===== src/rtl/srtx_pkg.sv =====
package srtx_pkg;
  typedef enum logic {
    SRC_INTERNAL = 1'b0,
    SRC_EXTERNAL = 1'b1
  } clk_src_e;
endpackage


===== src/rtl/srtx_edge_sync.sv =====
module srtx_edge_sync #(
  parameter int WIDTH  = 3,
  parameter int STAGES = 2
) (
  input  logic             clk,
  input  logic             rst,
  input  logic [WIDTH-1:0] din,
  output logic [WIDTH-1:0] lvl,
  output logic [WIDTH-1:0] rise,
  output logic [WIDTH-1:0] fall
);
  for (genvar g = 0; g < WIDTH; g++) begin : g_bit
    logic [STAGES-1:0] chain_q;
    logic              prev_q;
    always_ff @(posedge clk) begin
      if (rst) begin
        chain_q <= '0;
        prev_q  <= 1'b0;
      end else begin
        chain_q <= {chain_q[STAGES-2:0], din[g]};
        prev_q  <= chain_q[STAGES-1];
      end
    end
    assign lvl[g]  = chain_q[STAGES-1];
    assign rise[g] = chain_q[STAGES-1] & ~prev_q;
    assign fall[g] = ~chain_q[STAGES-1] & prev_q;
  end
endmodule


===== src/rtl/srtx_clkgen.sv =====
module srtx_clkgen #(
  parameter int HALF_DIV = 40,
  parameter int BITS     = 12
) (
  input  logic clk,
  input  logic rst,
  input  logic start,
  input  logic abort,
  output logic sclk_o,
  output logic rise_p,
  output logic fall_p,
  output logic last_p
);
  localparam int CW = (HALF_DIV > 1) ? $clog2(HALF_DIV) : 1;
  localparam int BW = $clog2(BITS + 1);

  logic          run_q, lvl_q, expire;
  logic [CW-1:0] cnt_q;
  logic [BW-1:0] bit_q;

  assign expire = run_q && (cnt_q == CW'(HALF_DIV - 1));
  assign rise_p = expire & ~lvl_q;
  assign fall_p = expire & lvl_q;
  assign last_p = fall_p && (bit_q == BW'(BITS - 1));
  assign sclk_o = lvl_q;

  always_ff @(posedge clk) begin
    if (rst || abort) begin
      run_q <= 1'b0;
      lvl_q <= 1'b0;
      cnt_q <= '0;
      bit_q <= '0;
    end else if (start) begin
      run_q <= 1'b1;
      lvl_q <= 1'b0;
      cnt_q <= '0;
      bit_q <= '0;
    end else if (run_q) begin
      if (expire) begin
        cnt_q <= '0;
        lvl_q <= ~lvl_q;
        if (lvl_q) bit_q <= bit_q + 1'b1;
        if (last_p) run_q <= 1'b0;
      end else begin
        cnt_q <= cnt_q + 1'b1;
      end
    end
  end
endmodule


===== src/rtl/srtx_ext_start.sv =====
module srtx_ext_start (
  input  logic clk,
  input  logic rst,
  input  logic enable,
  input  logic rd_lvl,
  input  logic rd_rise,
  input  logic cs_n_lvl,
  input  logic cs_n_fall,
  output logic start_o,
  output logic active_o
);
  logic active_q;

  assign start_o  = enable & ((rd_rise & ~cs_n_lvl) | (cs_n_fall & rd_lvl));
  assign active_o = active_q;

  always_ff @(posedge clk) begin
    if (rst || !enable) active_q <= 1'b0;
    else if (start_o)   active_q <= 1'b1;
  end
endmodule


===== src/rtl/srtx_shifter.sv =====
module srtx_shifter #(
  parameter int DATA_W = 12
) (
  input  logic              clk,
  input  logic              rst,
  input  logic              load,
  input  logic [DATA_W-1:0] word,
  input  logic              rise,
  input  logic              fall,
  input  logic              last,
  input  logic              tag_i,
  output logic              sdata_o,
  output logic              sync_o
);
  logic [DATA_W-1:0] sr_q;
  logic              tag_q, sync_q;

  assign sdata_o = sr_q[DATA_W-1];
  assign sync_o  = sync_q;

  always_ff @(posedge clk) begin
    if (rst) tag_q <= 1'b0;
    else if (rise) tag_q <= tag_i;
  end

  always_ff @(posedge clk) begin
    if (rst) begin
      sr_q   <= '0;
      sync_q <= 1'b0;
    end else if (load) begin
      sr_q   <= word;
      sync_q <= 1'b1;
    end else if (fall) begin
      sync_q <= 1'b0;
      if (last) sr_q <= '0;
      else      sr_q <= {sr_q[DATA_W-2:0], tag_q};
    end
  end
endmodule


===== src/rtl/serial_result_tx.sv =====
module serial_result_tx #(
  parameter int DATA_W      = 12,
  parameter int HALF_DIV    = 40,
  parameter int SYNC_STAGES = 2
) (
  input  logic              clk,
  input  logic              rst,
  input  logic [DATA_W-1:0] result_i,
  input  logic              conv_done_i,
  input  logic              clk_sel_i,
  input  logic              ext_sclk_i,
  input  logic              rdconv_i,
  input  logic              cs_n_i,
  input  logic              tag_i,
  output logic              sdata_o,
  output logic              sclk_o,
  output logic              sync_o
);
  import srtx_pkg::*;

  localparam int IDX_SCLK = 0;
  localparam int IDX_RD   = 1;
  localparam int IDX_CS   = 2;

  clk_src_e          src;
  logic [2:0]        a_lvl, a_rise, a_fall;
  logic [DATA_W-1:0] result_q, load_word;
  logic              int_start, ext_start, ext_active, is_ext;
  logic              i_rise, i_fall, i_last;
  logic              sh_rise, sh_fall, sh_last, sh_load;

  assign src    = clk_src_e'(clk_sel_i);
  assign is_ext = (src == SRC_EXTERNAL);

  always_ff @(posedge clk) begin
    if (rst) result_q <= '0;
    else if (conv_done_i) result_q <= result_i;
  end

  srtx_edge_sync #(.WIDTH(3), .STAGES(SYNC_STAGES)) u_sync (
    .clk  (clk),
    .rst  (rst),
    .din  ({cs_n_i, rdconv_i, ext_sclk_i}),
    .lvl  (a_lvl),
    .rise (a_rise),
    .fall (a_fall)
  );

  srtx_ext_start u_start (
    .clk       (clk),
    .rst       (rst),
    .enable    (is_ext),
    .rd_lvl    (a_lvl[IDX_RD]),
    .rd_rise   (a_rise[IDX_RD]),
    .cs_n_lvl  (a_lvl[IDX_CS]),
    .cs_n_fall (a_fall[IDX_CS]),
    .start_o   (ext_start),
    .active_o  (ext_active)
  );

  assign int_start = conv_done_i & ~is_ext;

  srtx_clkgen #(.HALF_DIV(HALF_DIV), .BITS(DATA_W)) u_clkgen (
    .clk    (clk),
    .rst    (rst),
    .start  (int_start),
    .abort  (is_ext),
    .sclk_o (sclk_o),
    .rise_p (i_rise),
    .fall_p (i_fall),
    .last_p (i_last)
  );

  always_comb begin
    sh_load   = int_start | ext_start;
    load_word = int_start ? result_i : result_q;
    if (is_ext) begin
      sh_rise = a_rise[IDX_SCLK] & ext_active;
      sh_fall = a_fall[IDX_SCLK] & ext_active;
      sh_last = 1'b0;
    end else begin
      sh_rise = i_rise;
      sh_fall = i_fall;
      sh_last = i_last;
    end
  end

  srtx_shifter #(.DATA_W(DATA_W)) u_shift (
    .clk     (clk),
    .rst     (rst),
    .load    (sh_load),
    .word    (load_word),
    .rise    (sh_rise),
    .fall    (sh_fall),
    .last    (sh_last),
    .tag_i   (tag_i),
    .sdata_o (sdata_o),
    .sync_o  (sync_o)
  );
endmodule


===== config.mk =====
export PLATFORM = sky130hd
export DESIGN_NAME = serial_result_tx
export DESIGN_NICKNAME = d
export VERILOG_FILES = /design/src/rtl/srtx_pkg.sv /design/src/rtl/srtx_edge_sync.sv /design/src/rtl/srtx_clkgen.sv /design/src/rtl/srtx_ext_start.sv /design/src/rtl/srtx_shifter.sv /design/src/rtl/serial_result_tx.sv
export SDC_FILE = /design/constraint.sdc
export NUM_CORES = 1
export LEC_CHECK = 0
export ABC_AREA = 1
export BUFFER_PORTS_ARGS = -buffer_cell sky130_fd_sc_hd__buf_2
export CAP_MARGIN = 20
export CORE_MARGIN = 5
export CORE_UTILIZATION = 60
export DETAILED_ROUTE_END_ITERATION = 10
export PLACE_DENSITY = 0.81
export SETUP_SLACK_MARGIN = 0.02
export SYNTH_ARGS = -nofsm -noshare
export SYNTH_HDL_FRONTEND = slang
export SYNTH_SLANG_ARGS = --single-unit

===== constraint.sdc =====
create_clock -name clk -period 2.1 [get_ports clk]
set_input_delay 0.105 -clock clk [delete_from_list [all_inputs] [get_ports clk]]
set_output_delay 0.105 -clock clk [all_outputs]
set_load 0.005 [all_outputs]

==> flow_summary.ini <==
[status]
status = finished clean

[cts]
clk_pin_slew_ps = 90
cts_setup_buffers = 0
cts_buffer_depth = 2
cts_num_sinks = 48
cts_buffers = 5
htree_levels = 2
cts_tree = built
ctsRootBufferMaster = clkbuf_8
worstSkewPairLatency_ps = 310

[global_route]
grtUsageTotal_pct = 18.3
grt_overflow = 0
grt_pass1_wl_mm = 7.60
grt_pass1_vias = 1769
antenna_found_initial = 0
grt_max_degree = 25

[placed_design]
place_area_sq_um = 2390
post-place-ws_ps = 299
place_inst = 396
gp_congestion = 0.800
dp_hpwl_mm = 3.05
io_buffers = 22

[synthesis]
syn_area_sq_um = 2290
seq_area_frac_synth_pct = 41.9
yosysWarnings = 0
yosys_register_bits = 48
ys_types = 27
avgSynthCellArea_sq_um = 6.80
netlist_instances = 337
syn_nets = 359

[sta]
maxSlewViolCount = 0
rsz0062_at_grt = false
fin_skew_ps = 9.17
slew_headroom_pct = 73.6
worst_pin_slew_ps = 394
finalSetupTns_ps = 0
finalSetupViolCount = 0
fin_hold_ws_ps = 40.6
hold_viol_final = 0
period_needed_ps = 1700
worst_slack_ps = 399
fmax_mhz = 588
fin_crit_sh_pct = 81.0

[die]
num_rows = 22
die_w_microns = 71.8
die_height_microns = 71.8
die-area_sq_um = 5150
start_util_pct = 62.1
coreArea_sq_um = 3690
io-pin-count = 23

[route]
drt_wl_total_mm = 4.33
firstDrtPassIters = 4
drtAntennaViolNets = 0
vias = 1958
viasPerCell = 4.81
drc = 0
drtIter0Drc = 105
post_drt_wl_per_cell_microns = 10.6

[worst_setup_path]
cp_max_fo = 15
arrival_ps = 1900
cp-end-kind = register
cp.required_ps = 2300
worstSetupPathType = register to register
start_kind = register

[finish]
post-route-cell-area_sq_um = 2530
nNetsFinal = 380
fillCellCount = 326
syn_to_final_growth_pct = 10.5
final_common_cell = nand2_1
regArea_sq_um = 961
drive_gt1_share_pct = 12.5
multi_input_area_sq_um = 1090
layout.cells.non_filler = 407
diodes = 0
final_cell_mix = nand2_1, nor2_1, dfxtp_1

[pwr]
peakVddDrop_mv = 0.463
power_density_nw_per_um2 = 729
p_leak_nw = 1.16

[worst_hold_path]
min_path_type = input port to register

[run]
cap_violations = 0
[metal layers]
layer	track usage, %	share of wire, %	up-vias
met1	23.8	50	844
met2	29.6	44	32
met5	0	0	-
li1	-	-	1076
met3	4.49	4.5	6
met4	6.47	1.6	0
[cells by family (layout without fill, tap and decap cells)]
kind of cell | after synthesis | count (layout) | share of synthesized area (%)
and+or+nand+nor | 189 | 189 | 35.7
AOI/OAI and AO/OA | 40 | 40 | 9.23
buffers and inverters | 54 | 76 | 10.5
adders and majority gates | 2 | 2 | 1.09
xor gates and xnor gates | 4 | 4 | 1.53
DFF | 48 | 48 | 41.9
[worst max-delay path, stage by stage (launching register included)]
cell	delay, ps
dfxtp_1	370
ha_1	200
nand2_1	100
nor2_4	140
nand4_4	220
nor2_4	310
nor2_1	80
nor2_1	110
nor2_1	50
[sequential cells by signal, summed over array words and instances (netlist names)]
signal,cells
u_clkgen.cnt_q,6
u_clkgen.sclk_o,1
result_q,12
u_shift.sr_q,12
u_shift.sync_o,1
u_sync.g_bit.chain_q,6
u_shift.tag_q,1
u_start.active_o,1
u_sync.g_bit.prev_q,3
u_clkgen.bit_q,4
u_clkgen.run_q,1
[final cells by class]
type | count | area share (%)
multi-input combinational | 235 | 43.3
clock inverter | 2 | 1.38
sequential | 48 | 38.0
timing repair buffer | 26 | 5.83
inverter | 42 | 6.33
tap | 48 | 2.37
clock buffer | 6 | 2.87
[cells in the mapped netlist, drive strengths merged]
library cell	n	area [sq um]
dfxtp	48	961
nor3	3	20.0
ha	2	25.0
nand2	84	320
nand4	2	27.5
buf	7	61.3
a21oi	15	75.1
inv	42	160
nor2	78	328
nand3	21	115
xor2	3	26.3
nand3b	1	7.51
o21ai	25	136
clkbuf	5	18.8
xnor2	1	8.76
[metrics by stage]
step           util [%]  total power (W)
3_3_place_gp       64.8          0.00119
4_1_cts            68.5          0.00185
6_report           68.6          0.00184
5_1_grt            68.6          0.00193
3_5_place_dp       64.8          0.00120
2_1_floorplan         -          0.00115
[timing repair]
action | in CTS | in global routing
hold endpoints to repair | 3 | 0
endpoints found under the setup margin | 0 | 2
hold buffers | 3 | 0
gates resized for setup | 0 | 1
[path summary, 6_finish.rpt]
path	startpoint	endpoint	slack, ps	depth (start not counted)
hold reg to reg	u_sync.g_bit[2].chain_q[0]	u_sync.g_bit[2].chain_q[1]	410	2
setup / recovery	u_clkgen.cnt_q[0]	u_shift.sr_q[2]	400	8
hold / removal	result_i[1]	result_q[1]	40	3
setup reg to reg	u_clkgen.cnt_q[0]	u_shift.sr_q[2]	400	8
[power by group]
part	switching (W)	leakage [nW]	total, W	internal, W
clock network	0.000311	0.0552	0.000664	0.000354
registers	0.0000213	0.394	0.000975	0.000953
logic	0.000126	0.711	0.000206	0.0000793
total	0.000458	1.16	0.00184	0.00139
Note: power is estimated with default switching activity, not from simulation.
